$ cat src/rtl/tmr_pkg.sv
package tmr_pkg;
  localparam int ADDR_W = 5;
  localparam int DATA_W = 32;

  localparam int A_CTRL  = 0;
  localparam int A_PRE   = 1;
  localparam int A_PCNT  = 2;
  localparam int A_CNT   = 3;
  localparam int A_STAT  = 4;
  localparam int A_MCFG  = 5;
  localparam int A_CCFG  = 6;
  localparam int A_MATCH = 8;
  localparam int A_CAP   = 16;

  typedef enum logic [1:0] {
    ACT_NONE   = 2'b00,
    ACT_LOW    = 2'b01,
    ACT_HIGH   = 2'b10,
    ACT_TOGGLE = 2'b11
  } pin_act_e;

  // packed msb-first: act[4:3], stop[2], rst[1], irq[0]
  typedef struct packed {
    pin_act_e act;
    logic     stop_en;
    logic     rst_en;
    logic     irq_en;
  } match_cfg_t;

  // irq[2], fall[1], rise[0]
  typedef struct packed {
    logic irq_en;
    logic fall_en;
    logic rise_en;
  } cap_cfg_t;

  localparam int MCFG_W = $bits(match_cfg_t);
  localparam int CCFG_W = $bits(cap_cfg_t);
endpackage

$ cat src/rtl/tmr_edge_sync.sv
module tmr_edge_sync #(
  parameter int N = 1
) (
  input  logic         clk,
  input  logic         rst_n,
  input  logic [N-1:0] din,
  output logic [N-1:0] rise,
  output logic [N-1:0] fall
);
  logic [N-1:0] s1, s2, s3;

  always_ff @(posedge clk or negedge rst_n) begin
    if (!rst_n) begin
      s1 <= '0;
      s2 <= '0;
      s3 <= '0;
    end else begin
      s1 <= din;
      s2 <= s1;
      s3 <= s2;
    end
  end

  assign rise = s2 & ~s3;
  assign fall = ~s2 & s3;
endmodule

$ cat src/rtl/tmr_count_core.sv
module tmr_count_core #(
  parameter int CNT_W = 32,
  parameter int PRE_W = 32
) (
  input  logic             clk,
  input  logic             rst_n,
  input  logic             run,
  input  logic             hold_clr,
  input  logic             src_tick,
  input  logic [PRE_W-1:0] pre_lim,
  input  logic             hit_rst,
  input  logic             hit_stop,
  output logic             inc,
  output logic [CNT_W-1:0] cnt,
  output logic [PRE_W-1:0] pcnt
);
  assign inc = run && !hold_clr && src_tick && (pcnt >= pre_lim);

  always_ff @(posedge clk or negedge rst_n) begin
    if (!rst_n) begin
      cnt  <= '0;
      pcnt <= '0;
    end else if (hold_clr) begin
      cnt  <= '0;
      pcnt <= '0;
    end else if (inc) begin
      pcnt <= '0;
      if (hit_rst)       cnt <= '0;
      else if (!hit_stop) cnt <= cnt + 1'b1;
    end else if (run && src_tick) begin
      pcnt <= pcnt + 1'b1;
    end
  end


  hold_clear_zero_chk: assert property (@(posedge clk) disable iff (!rst_n)
    hold_clr |=> (cnt == '0 && pcnt == '0));


  step_one_chk: assert property (@(posedge clk) disable iff (!rst_n)
    (inc && !hit_rst && !hit_stop) |=> cnt == CNT_W'($past(cnt) + 1'b1));


  idle_hold_chk: assert property (@(posedge clk) disable iff (!rst_n)
    (!inc && !hold_clr) |=> $stable(cnt));


  hit_zero_chk: assert property (@(posedge clk) disable iff (!rst_n)
    (inc && hit_rst) |=> cnt == '0);
endmodule

$ cat src/rtl/tmr_match_chan.sv
module tmr_match_chan
  import tmr_pkg::*;
#(
  parameter int CNT_W = 32
) (
  input  logic             clk,
  input  logic             rst_n,
  input  logic             inc,
  input  logic [CNT_W-1:0] cnt,
  input  logic [CNT_W-1:0] match_val,
  input  match_cfg_t       cfg,
  output logic             evt,
  output logic             pin_q
);
  assign evt = inc && (cnt == match_val);

  always_ff @(posedge clk or negedge rst_n) begin
    if (!rst_n) begin
      pin_q <= 1'b0;
    end else if (evt) begin
      case (cfg.act)
        ACT_LOW:    pin_q <= 1'b0;
        ACT_HIGH:   pin_q <= 1'b1;
        ACT_TOGGLE: pin_q <= ~pin_q;
        default:    pin_q <= pin_q;
      endcase
    end
  end


  pin_toggle_chk: assert property (@(posedge clk) disable iff (!rst_n)
    (evt && cfg.act == ACT_TOGGLE) |=> pin_q != $past(pin_q));


  pin_high_chk: assert property (@(posedge clk) disable iff (!rst_n)
    (evt && cfg.act == ACT_HIGH) |=> pin_q);


  pin_quiet_chk: assert property (@(posedge clk) disable iff (!rst_n)
    (!evt || cfg.act == ACT_NONE) |=> $stable(pin_q));
endmodule

$ cat src/rtl/tmr_capture_chan.sv
module tmr_capture_chan
  import tmr_pkg::*;
#(
  parameter int CNT_W = 32
) (
  input  logic             clk,
  input  logic             rst_n,
  input  logic             rise,
  input  logic             fall,
  input  cap_cfg_t         cfg,
  input  logic [CNT_W-1:0] cnt,
  output logic             hit,
  output logic [CNT_W-1:0] cap_q
);
  assign hit = (rise && cfg.rise_en) || (fall && cfg.fall_en);

  always_ff @(posedge clk or negedge rst_n) begin
    if (!rst_n)   cap_q <= '0;
    else if (hit) cap_q <= cnt;
  end


  cap_value_chk: assert property (@(posedge clk) disable iff (!rst_n)
    hit |=> cap_q == $past(cnt));


  cap_hold_chk: assert property (@(posedge clk) disable iff (!rst_n)
    !hit |=> $stable(cap_q));
endmodule

$ cat src/rtl/tmr_match_capture.sv
module tmr_match_capture
  import tmr_pkg::*;
#(
  parameter int CNT_W   = 32,
  parameter int PRE_W   = 32,
  parameter int N_MATCH = 4,
  parameter int N_CAP   = 2
) (
  input  logic               clk,
  input  logic               rst_n,
  input  logic               req_valid,
  output logic               req_ready,
  input  logic               req_write,
  input  logic [ADDR_W-1:0]  req_addr,
  input  logic [DATA_W-1:0]  req_wdata,
  output logic               rsp_valid,
  input  logic               rsp_ready,
  output logic [DATA_W-1:0]  rsp_data,
  input  logic               count_in,
  input  logic [N_CAP-1:0]   cap_in,
  output logic [N_MATCH-1:0] match_out,
  output logic               irq
);
  localparam int STAT_W = N_MATCH + N_CAP;
  localparam int SYNC_N = N_CAP + 1;

  logic              ctrl_run, ctrl_clr, ctrl_mode;
  logic [PRE_W-1:0]  pre_lim;
  logic [STAT_W-1:0] stat_q;
  logic [CNT_W-1:0]  match_val [N_MATCH];
  match_cfg_t        mcfg      [N_MATCH];
  cap_cfg_t          ccfg      [N_CAP];
  logic [CNT_W-1:0]  cap_val   [N_CAP];

  logic [N_MATCH-1:0] evt, rst_req, stop_req;
  logic [N_CAP-1:0]   cap_hit;
  logic               hit_rst, stop_hit, inc, src_tick;
  logic [CNT_W-1:0]   cnt;
  logic [PRE_W-1:0]   pcnt;
  logic [SYNC_N-1:0]  s_rise, s_fall;

  logic acc, wr_en, rd_en;
  logic [DATA_W-1:0] rdata;

  tmr_edge_sync #(.N(SYNC_N)) u_sync (
    .clk  (clk),
    .rst_n(rst_n),
    .din  ({cap_in, count_in}),
    .rise (s_rise),
    .fall (s_fall)
  );

  assign src_tick = ctrl_mode ? s_rise[0] : 1'b1;

  tmr_count_core #(.CNT_W(CNT_W), .PRE_W(PRE_W)) u_core (
    .clk     (clk),
    .rst_n   (rst_n),
    .run     (ctrl_run),
    .hold_clr(ctrl_clr),
    .src_tick(src_tick),
    .pre_lim (pre_lim),
    .hit_rst (hit_rst),
    .hit_stop(stop_hit),
    .inc     (inc),
    .cnt     (cnt),
    .pcnt    (pcnt)
  );

  for (genvar i = 0; i < N_MATCH; i++) begin : g_match
    tmr_match_chan #(.CNT_W(CNT_W)) u_mch (
      .clk      (clk),
      .rst_n    (rst_n),
      .inc      (inc),
      .cnt      (cnt),
      .match_val(match_val[i]),
      .cfg      (mcfg[i]),
      .evt      (evt[i]),
      .pin_q    (match_out[i])
    );
    assign rst_req[i]  = evt[i] && mcfg[i].rst_en;
    assign stop_req[i] = evt[i] && mcfg[i].stop_en;
  end

  for (genvar j = 0; j < N_CAP; j++) begin : g_cap
    tmr_capture_chan #(.CNT_W(CNT_W)) u_cch (
      .clk  (clk),
      .rst_n(rst_n),
      .rise (s_rise[j+1]),
      .fall (s_fall[j+1]),
      .cfg  (ccfg[j]),
      .cnt  (cnt),
      .hit  (cap_hit[j]),
      .cap_q(cap_val[j])
    );
  end

  assign hit_rst  = |rst_req;
  assign stop_hit = |stop_req;

  // register access
  assign req_ready = !rsp_valid || rsp_ready;
  assign acc   = req_valid && req_ready;
  assign wr_en = acc && req_write;
  assign rd_en = acc && !req_write;

  logic [STAT_W-1:0] set_mask, clr_mask;
  always_comb begin
    for (int i = 0; i < N_MATCH; i++) set_mask[i] = evt[i] && mcfg[i].irq_en;
    for (int j = 0; j < N_CAP; j++)   set_mask[N_MATCH+j] = cap_hit[j] && ccfg[j].irq_en;
    clr_mask = (wr_en && int'(req_addr) == A_STAT) ? req_wdata[STAT_W-1:0] : '0;
  end

  always_ff @(posedge clk or negedge rst_n) begin
    if (!rst_n) begin
      ctrl_run  <= 1'b0;
      ctrl_clr  <= 1'b0;
      ctrl_mode <= 1'b0;
      pre_lim   <= '0;
      stat_q    <= '0;
      for (int i = 0; i < N_MATCH; i++) begin
        match_val[i] <= '0;
        mcfg[i]      <= '0;
      end
      for (int j = 0; j < N_CAP; j++) ccfg[j] <= '0;
    end else begin
      if (wr_en) begin
        if (int'(req_addr) == A_CTRL) begin
          ctrl_run  <= req_wdata[0];
          ctrl_clr  <= req_wdata[1];
          ctrl_mode <= req_wdata[2];
        end
        if (int'(req_addr) == A_PRE) pre_lim <= req_wdata[PRE_W-1:0];
        for (int i = 0; i < N_MATCH; i++) begin
          if (int'(req_addr) == A_MCFG)
            mcfg[i] <= match_cfg_t'(req_wdata[MCFG_W*i +: MCFG_W]);
          if (int'(req_addr) == A_MATCH + i)
            match_val[i] <= req_wdata[CNT_W-1:0];
        end
        for (int j = 0; j < N_CAP; j++)
          if (int'(req_addr) == A_CCFG)
            ccfg[j] <= cap_cfg_t'(req_wdata[CCFG_W*j +: CCFG_W]);
      end
      if (stop_hit) ctrl_run <= 1'b0;
      stat_q <= (stat_q & ~clr_mask) | set_mask;
    end
  end

  always_comb begin
    rdata = '0;
    case (int'(req_addr))
      A_CTRL: rdata[2:0] = {ctrl_mode, ctrl_clr, ctrl_run};
      A_PRE:  rdata[PRE_W-1:0] = pre_lim;
      A_PCNT: rdata[PRE_W-1:0] = pcnt;
      A_CNT:  rdata[CNT_W-1:0] = cnt;
      A_STAT: rdata[STAT_W-1:0] = stat_q;
      default: rdata = '0;
    endcase
    for (int i = 0; i < N_MATCH; i++) begin
      if (int'(req_addr) == A_MCFG)    rdata[MCFG_W*i +: MCFG_W] = mcfg[i];
      if (int'(req_addr) == A_MATCH + i) rdata[CNT_W-1:0] = match_val[i];
    end
    for (int j = 0; j < N_CAP; j++) begin
      if (int'(req_addr) == A_CCFG)   rdata[CCFG_W*j +: CCFG_W] = ccfg[j];
      if (int'(req_addr) == A_CAP + j) rdata[CNT_W-1:0] = cap_val[j];
    end
  end

  always_ff @(posedge clk or negedge rst_n) begin
    if (!rst_n) begin
      rsp_valid <= 1'b0;
      rsp_data  <= '0;
    end else if (rd_en) begin
      rsp_valid <= 1'b1;
      rsp_data  <= rdata;
    end else if (rsp_ready) begin
      rsp_valid <= 1'b0;
    end
  end

  assign irq = |stat_q;


  stop_clears_run_chk: assert property (@(posedge clk) disable iff (!rst_n)
    stop_hit |=> !ctrl_run);


  rsp_hold_chk: assert property (@(posedge clk) disable iff (!rst_n)
    (rsp_valid && !rsp_ready) |=> (rsp_valid && $stable(rsp_data)));


  stat_set_chk: assert property (@(posedge clk) disable iff (!rst_n)
    (|set_mask) |=> irq);
endmodule

$ cat config.mk
export PLATFORM = sky130hd
export DESIGN_NAME = tmr_match_capture
export DESIGN_NICKNAME = d
export VERILOG_FILES = /design/src/rtl/tmr_pkg.sv /design/src/rtl/tmr_edge_sync.sv /design/src/rtl/tmr_count_core.sv /design/src/rtl/tmr_match_chan.sv /design/src/rtl/tmr_capture_chan.sv /design/src/rtl/tmr_match_capture.sv
export SDC_FILE = /design/constraint.sdc
export NUM_CORES = 1
export LEC_CHECK = 0
export CORE_ASPECT_RATIO = 1.75
export CORE_UTILIZATION = 40
export DETAILED_ROUTE_END_ITERATION = 10
export DONT_BUFFER_PORTS = 1
export PLACE_DENSITY = 0.58
export REMOVE_ABC_BUFFERS = 1
export SYNTH_ARGS = -nofsm -noshare
export SYNTH_HDL_FRONTEND = slang
export SYNTH_SLANG_ARGS = --single-unit
$ cat constraint.sdc
create_clock -name clk -period 5.45 [get_ports clk]
set_clock_uncertainty 0.2 [all_clocks]
set_input_delay 0.545 -clock clk [delete_from_list [all_inputs] [get_ports clk]]
set_output_delay 0.545 -clock clk [all_outputs]
set_load 0.02 [all_outputs]
==> parameters.txt, run 1 <==
Parameter                              Value

Timing
  Hold Worst Slack ... -499 ps
  Highest Clock Rate ... 247 MHz
  Post-route worst setup slack ... between 1000 and 1500 ps
  Final Hold Vio Count ... between 300 and 400
  Share of the clock period used by the worst path after layout ... 0.742
  Worst rel slew slack ... 0.0520
  Max-slew violation count ... 0
  Slew at the pin closest to its max-slew limit ... about 1400 ps
  Final setup viols ... 0
  Setup tns final ... 0 ps
  Unrepaired setup endpoints after global routing ... false
  Minimum clock period after layout ... 4040 ps

Clock tree
  CTS buffer count ... 38
  Post-cts repair resize count ... 0
  Post-CTS Setup Bufs ... 0
  Clock Path Buffers ... 3
  Clock insertion delay at the later pin of the skew report ... between 500 and 600 ps
  Clock-pin slew on the worst setup and hold paths ... 70 ps
  Sink Count ... approximately 370
  Count of hold-fix buffers inserted at cts ... 35
  Number of H-tree branching levels ... 2
  Clock Root Buffer ... clkbuf_16
  CTS tree ... done

Cells and area
  Final std cell area, no fill ... approximately 21000 um2
  Layout cell share with drive strength beyond 1 ... 0.198
  Area taken by multi-input logic gates ... 9370 um2
  Area delta synth->final ... 10.2%
  Area occupied by registers ... between 9000 and 10000 um2
  Number of fill cells ... approximately 4500
  Leading cell type in the layout, fill and taps excluded ... dfrtp_1
  Highest-count cells in the layout ignoring fill and taps ... 369 x dfrtp_1, 224 x mux2_2, 156 x xnor2_1
  Number of nets in the layout ... ~1800
  Post-layout util ... 0.446

Die
  Die Outline Area ... approximately 50000 um2
  Core ar. ... between 40000 and 50000 um2
  Total I/O pin count ... 84
  Die height ... roughly 290 um
  Row count ... 106
  Die span in x ... 168 um
  Starting utilization of the core area ... 0.405

Drt
  Via count of the routed design ... 14500
  Number of nets with antenna violations after detailed routing ... 0
  Via density per instance ... just over 6
  Number of design-rule violations left by the first detailed-router iteration ... between 1000 and 1500
  Total Wirelength ... approximately 64000 um
  Average wire per standard cell ... ~27 um
  Drc violations ... 0
  Detailed Routing Iterations Pass 1 ... 9

Global route
  Overall global routing resource usage ... 0.263
  Number of global-route vias before repair ... between 10000 and 15000
  Initial antenna violation count ... 3
  Largest net degree at the start of global routing ... between 300 and 400
  Wire length of the first global-routing pass ... 96000 um
  Total congestion overflow ... 0

Setup path
  Required time at the worst-slack endpoint ... 5670 ps
  Cell class contributing the biggest share of worst-path delay ... compound AO/OA/AOI/OAI gates
  Library cell appearing most often on the critical path ... o21ai_0
  Launching element type of the critical path ... flop
  Cell-by-cell listing of the critical path ... ha_1, a21oi_1, o21ai_0, a221oi_1, o22ai_1, a21oi_4, or2_1, or3_1, o21ai_0
  Data arrival time of the critical path ... 4270 ps
  Crit-path max FO ... 37
  Capturing element type of the critical path ... flop
  Buffer and inverter count on the worst path ... 0
  Critical path start-end classification ... reg2reg
  Slowest CP cell ... a21oi_4
  Delay contributed by the slowest stage of the critical path ... a little over 900 ps

Power
  Pwr per Cell Area ... 318 nW/um2
  Sw Share ... 0.273
  Pwr Total ... just under 7000 uW
  Cell Int Power ... just under 5000 uW
  Part of the power in the clock network ... 0.408
  Maximum ir drop on the vdd rail ... around 0.00019 V
  Combinational share of power ... 0.116
  Leak ... roughly 0.0090 uW
  Part of the total power dissipated in sequential elements ... 0.476
  Switch Pwr ... around 1800 uW

Synth
  Post-synthesis instance area ... between 15000 and 20000 um2
  Post-Syn Area per Cell ... between 10 and 15 um2
  Most used flip-flop cell after synthesis ... dfrtp_1
  Library cells used by synthesis ... 73
  Warning count from the yosys run ... 0
  Async set or reset register ratio after synthesis ... 1.00
  Number of enable flip-flop cells after synthesis ... 0
  Flip-flop and latch count after synthesis ... about 370
  Sequential fraction of the synthesis area ... 0.477
  Post-Syn Instances ... about 1800

Placement
  DP Worst Slack ... around 1400 ps
  Post-detailed-placement cell area ... between 15000 and 20000 um2
  Number of port buffers ... 0
  RePlAce Congestion ... between 0.9 and 1
  DP HPWL ... 45600 um

Flow run
  Max-cap violations ... 0

Status
  Violations in the final reports ... negative hold slack
  Outcome ... complete, but fails checks

Hold path
  Kind of path behind the tightest hold check ... in2async
Yosys cell counts, types with 4 or more instances:
library cell / number / area [um2]
dfrtp_1: 369 / 9230
mux2_2: 224 / 2520
xnor2_1: 156 / 1370
nand2_1: 144 / 541
nor2_1: 98 / 368
o21ai_0: 83 / 415
a22oi_1: 64 / 480
nand4_1: 57 / 357
buf_2: 55 / 275
a21oi_1: 47 / 235
nand3_1: 46 / 230
inv_1: 41 / 154
clkbuf_1: 39 / 146
ha_1: 34 / 425
buf_4: 28 / 210
nor3_1: 26 / 130
a31oi_1: 21 / 131
xor2_1: 21 / 184
a221oi_1: 15 / 131
a222oi_1: 15 / 150
a22o_1: 15 / 131
nor4_1: 14 / 87.6
nor2b_1: 13 / 81.3
o21ai_1: 11 / 55.1
a211oi_1: 10 / 75.1
mux2i_1: 10 / 100
and3_1: 9 / 56.3
o22ai_1: 9 / 56.3
nand2b_1: 7 / 43.8
nor4_2: 7 / 87.6
o221ai_1: 7 / 61.3
or3_1: 7 / 43.8
nor2_2: 6 / 37.5
o31ai_1: 6 / 45.0
and2_1: 5 / 31.3
and4_1: 5 / 43.8
mux2_1: 5 / 56.3
nand3_2: 4 / 40.0
final cells by class:
cell class | count | share of cell area
Clock inverter | 10 | 0.00599
Antenna cell | 2 | 0.000235
Timing Repair Buffer | 54 | 0.0231
Inverter | 42 | 0.00740
Tap cell | 594 | 0.0349
Multi-Input combinational cell | 1250 | 0.440
Clock buffer | 57 | 0.0552
Sequential cell | 369 | 0.433
registers in the layout, summed over array words and instances (netlist names), 4 cells and up:
register / flops
pre_lim: 32
mcfg: 20
u_core.cnt: 32
u_core.pcnt: 32
match_val: 128
rsp_data: 32
g_match.u_mch.pin_q: 4
g_cap.u_cch.cap_q: 64
stat_q: 6
ccfg: 6
worst register-to-register path: cells and delay by family, from the launching register on:
kind	cells	cell delay, ps
compound gates	6	2310
flops	1	470
fa+ha+maj	1	340
simple gates	2	610
per-layer routing:
metal / share of wire / GRT usage
met1: 0.37 / 0.311
met2: 0.50 / 0.441
met3: 0.055 / 0.0318
met4: 0.076 / 0.186
met5: 0.00017 / 0
power groups by stage:
stage	Sequential (uW)	Combinational, uW	Clock, uW
after global routing	3250	843	2910
final	3230	789	2770
after floorplan	3190	515	0
after CTS	3220	786	2810
after detailed placement	3270	738	0
after global placement	3270	724	0
final timing paths:
check,from,end,slack (ps),cells past startpoint
setup / recovery,u_core.pcnt[25],u_core.cnt[1],1410,9
setup reg to reg,u_core.pcnt[25],u_core.cnt[1],1410,9
hold / removal,rst_n,rsp_data[27],-500,0
max in group asynchronous,rst_n,pre_lim[0],4960,0
min in group clk,req_wdata[2],stat_q[2],30,2
hold reg to reg,u_sync.s1[0],u_sync.s2[0],150,0
kinds of logic (layout without fill, tap and decap cells):
| group | after synthesis | in the layout | share of synthesized area |
|---|---|---|---|
| AO/OA/AOI/OAI | 323 | 323 | 0.112 |
| XOR/XNOR | 177 | 177 | 0.0802 |
| adder cells (fa/ha/maj) | 34 | 34 | 0.0220 |
| buffers and inverters | 168 | 163 | 0.0424 |
| flip-flops | 369 | 369 | 0.477 |
| multiplexers | 239 | 239 | 0.139 |
| other | 0 | 2 | 0 |
| AND/OR/NAND/NOR | 477 | 477 | 0.128 |
stage by stage:
step           std cells  hold slack (ps)
2_1_floorplan       1661             49.4
3_3_place_gp        2274             58.8
3_5_place_dp        2274             56.7
4_1_cts             2376             -514
5_1_grt             2378             -518
6_report            2378             -499
No activity file was read; power rests on OpenSTA's default activity.
==> run 2: changes to the inputs <==
--- a/config.mk
+++ b/config.mk
@@ -9,7 +9,7 @@
 export CORE_UTILIZATION = 40
 export DETAILED_ROUTE_END_ITERATION = 10
 export DONT_BUFFER_PORTS = 1
-export PLACE_DENSITY = 0.58
+export PLACE_DENSITY = 0.6
 export REMOVE_ABC_BUFFERS = 1
 export SYNTH_ARGS = -nofsm -noshare
 export SYNTH_HDL_FRONTEND = slang
==> constraint.sdc (replaced) <==
create_clock -name clk -period 3.6 [get_ports clk]
set_clock_uncertainty 0.2 [all_clocks]
set_input_delay 0.36 -clock clk [delete_from_list [all_inputs] [get_ports clk]]
set_output_delay 0.36 -clock clk [all_outputs]
set_load 0.02 [all_outputs]
==> run 2 against run 1 <==
  * The flow still finishes with violations (negative hold slack)
  * Worst setup slack got worse by 1300 ps
  * Global-route usage grew 0.94 points
  * Final area is 1.9% higher
  * Clock power rose by 49%
  * Combinational power up 60%
  * Register-to-register slack worse by 1300 ps
  * Die area unchanged
  * Hold slack worse by 180 ps
  * Largest cell class unchanged
  * Critical path depth is 1 lower
  * Total power increased by 52%
==> parameters.txt, run 2 (synthesis gave the netlist of run 1 again) <==
Parameter                              Value

Clock tree
  Post-CTS Setup Bufs ... 0 (unchanged)
  Count of hold-fix buffers inserted at cts ... 36 (was 35)
  CTS tree ... done (unchanged)
  Clock-pin slew on the worst setup and hold paths ... 70 ps (about the same)
  Number of H-tree branching levels ... 2 (unchanged)
  Clock Path Buffers ... 3 (unchanged)
  Clock Root Buffer ... clkbuf_16 (unchanged)
  Sink Count ... 369 (unchanged)
  Clock insertion delay at the later pin of the skew report ... 540 ps (about the same)
  Post-cts repair resize count ... 0 (unchanged)
  CTS buffer count ... 37 (was 38)

Global route
  Wire length of the first global-routing pass ... 99500 um (was 96000 um)
  Total congestion overflow ... 0 (unchanged)
  Number of global-route vias before repair ... 15200 (was 14700)
  Largest net degree at the start of global routing ... 370 (unchanged)
  Overall global routing resource usage ... 0.272 (was 0.263)
  Initial antenna violation count ... 2 (was 3)

Timing
  Max-slew violation count ... 0 (unchanged)
  Slew at the pin closest to its max-slew limit ... 982 ps (was 1420 ps)
  Unrepaired setup endpoints after global routing ... false (unchanged)
  Highest Clock Rate ... 282 MHz (was 247 MHz)
  Share of the clock period used by the worst path after layout ... 0.984 (was 0.742)
  Hold Worst Slack ... -682 ps (was -499 ps)
  Final setup viols ... 0 (unchanged)
  Final Hold Vio Count ... 369 (unchanged)
  Worst rel slew slack ... 0.343 (was 0.0520)
  Minimum clock period after layout ... 3540 ps (was 4040 ps)

Placement
  Post-detailed-placement cell area ... 20100 um2 (was 19600 um2)
  RePlAce Congestion ... 0.990 (was 0.938)
  DP HPWL ... 47900 um (was 45600 um)
  Number of port buffers ... 0 (unchanged)

Hold path
  Kind of path behind the tightest hold check ... in2async (unchanged)

Setup path
  Capturing element type of the critical path ... flop (unchanged)
  Required time at the worst-slack endpoint ... 3810 ps (was 5670 ps)
  Cell-by-cell listing of the critical path ... xnor2_1, nand4_1, nor4_1, nand3_1, nand4_2, or2_1, or4_1, nand3_1 (was ha_1, a21oi_1, o21ai_0, a221oi_1, o22ai_1, a21oi_4, or2_1, or3_1, o21ai_0)
  Slowest CP cell ... nor4_1 (was a21oi_4)
  R2r startpoint ... u_core.cnt[0] (was u_core.pcnt[25])
  Delay contributed by the slowest stage of the critical path ... 690 ps (was 910 ps)
  Critical path start-end classification ... reg2reg (unchanged)
  Crit-path max FO ... 13 (was 37)
  Launch point of the worst path ... u_core.cnt[0] (was u_core.pcnt[25])
  Data arrival time of the critical path ... 3760 ps (was 4270 ps)
  Library cell appearing most often on the critical path ... nand3_1 (was o21ai_0)
  Launching element type of the critical path ... flop (unchanged)

Drt
  Total Wirelength ... 66300 um (was 63800 um)
  Via density per instance ... 6.13 (was 6.12)
  Drc violations ... 0 (unchanged)
  Via count of the routed design ... 14900 (was 14500)
  Number of design-rule violations left by the first detailed-router iteration ... 1474 (was 1330)
  Number of nets with antenna violations after detailed routing ... 0 (unchanged)
  Detailed Routing Iterations Pass 1 ... 9 (unchanged)
  Average wire per standard cell ... 27.3 um (was 26.8 um)

Status
  Violations in the final reports ... negative hold slack (unchanged)
  Outcome ... complete, but fails checks (unchanged)

Cells and area
  Leading cell type in the layout, fill and taps excluded ... dfrtp_1 (unchanged)
  Final std cell area, no fill ... 21700 um2 (was 21300 um2)
  Highest-count cells in the layout ignoring fill and taps ... 369 x dfrtp_1, 224 x mux2_2, 156 x xnor2_1 (unchanged)
  Largest register FFs ... 128 (unchanged)
  Area occupied by registers ... 9230 um2 (unchanged)
  Largest registers in the final layout ... match_val: 128 flops, g_cap.u_cch.cap_q: 64 flops (unchanged)
  Layout cell share with drive strength beyond 1 ... 0.219 (was 0.198)
  Top reg by flops ... match_val (unchanged)
  Area delta synth->final ... 12.3% (was 10.2%)
  Number of fill cells ... 4487 (was 4524)
  Area taken by multi-input logic gates ... 9370 um2 (unchanged)
  Number of nets in the layout ... 1881 (was 1834)

Die
  Total I/O pin count ... 84 (unchanged)
  Die span in x ... 168 um (unchanged)
  Starting utilization of the core area ... 0.405 (unchanged)
  Row count ... 106 (unchanged)
  Die height ... 293 um (unchanged)
  Core ar. ... 47700 um2 (unchanged)
  Die Outline Area ... 49300 um2 (unchanged)

Power
  Maximum ir drop on the vdd rail ... 0.000338 V (was 0.000192 V)
  Pwr per Cell Area ... 474 nW/um2 (was 318 nW/um2)
  Leak ... 0.00927 uW (was 0.00901 uW)

Flow run
  Max-cap violations ... 0 (unchanged)
[run 2: changes by cell type in the layout (fill, tap and decap cells not counted)]
cell	delta
buf_4	+41
buf_12	+6
clkbuf_16	-2
clkinv_2	+2
clkbuf_8	+1
clkinvlp_4	-1
diode_2	-1
dlygate4sd3_1	+1
inv_6	+1
[run 2: stage by stage]
step                TNS, ps  std cells   util  total power [uW]  setup WS (ps)
finish                    0       2426  0.455             10300           56.2
global route              0       2426  0.455             10600           35.9
CTS                       0       2425  0.455             10300            122
detailed placement        0       2321  0.420              6130            128
global placement          0       2321  0.420              6100            181
floorplan            -24290       1661      -              5610           -489
[run 2: final cells by class]
cell class	instances	share of cell area
clock buffer	56	0.0525
tap	594	0.0342
multi-input combinational	1250	0.432
clock inverter	12	0.00639
timing repair buffer	102	0.0429
sequential	369	0.425
inverter	42	0.00726
antenna	1	0.000115
[run 2: final timing paths]
kind	to	slack [ps]	depth (start not counted)
worst max-delay path	u_core.cnt[4]	60	8
worst min-delay path	rsp_data[27]	-680	0
worst max register to register	u_core.cnt[4]	60	8
worst min register to register	u_sync.s2[0]	150	0
max in group asynchronous	u_sync.s3[0]	3290	0
min in group clk	rsp_valid	20	2
[run 2: power by group]
part	switching, uW	leakage [uW]	internal [uW]
Clock	1720	0.000639	2410
Sequential	411	0.00489	4490
Combinational	724	0.00374	534
[run 2: critical path: cells and delay by family, from the launching register on]
| kind | cells | cell delay (ps) |
|---|---|---|
| flops | 1 | 630 |
| xor+xnor | 1 | 680 |
| simple gates | 7 | 1880 |
[run 2: routing by layer]
metal | part of all wire | up-vias | track usage
met2 | 0.50 | 629 | 0.460
met5 | 0.00015 | - | 0
met4 | 0.081 | 2 | 0.194
met3 | 0.053 | 192 | 0.0303
met1 | 0.37 | 7581 | 0.322
li1 | - | 6474 | -
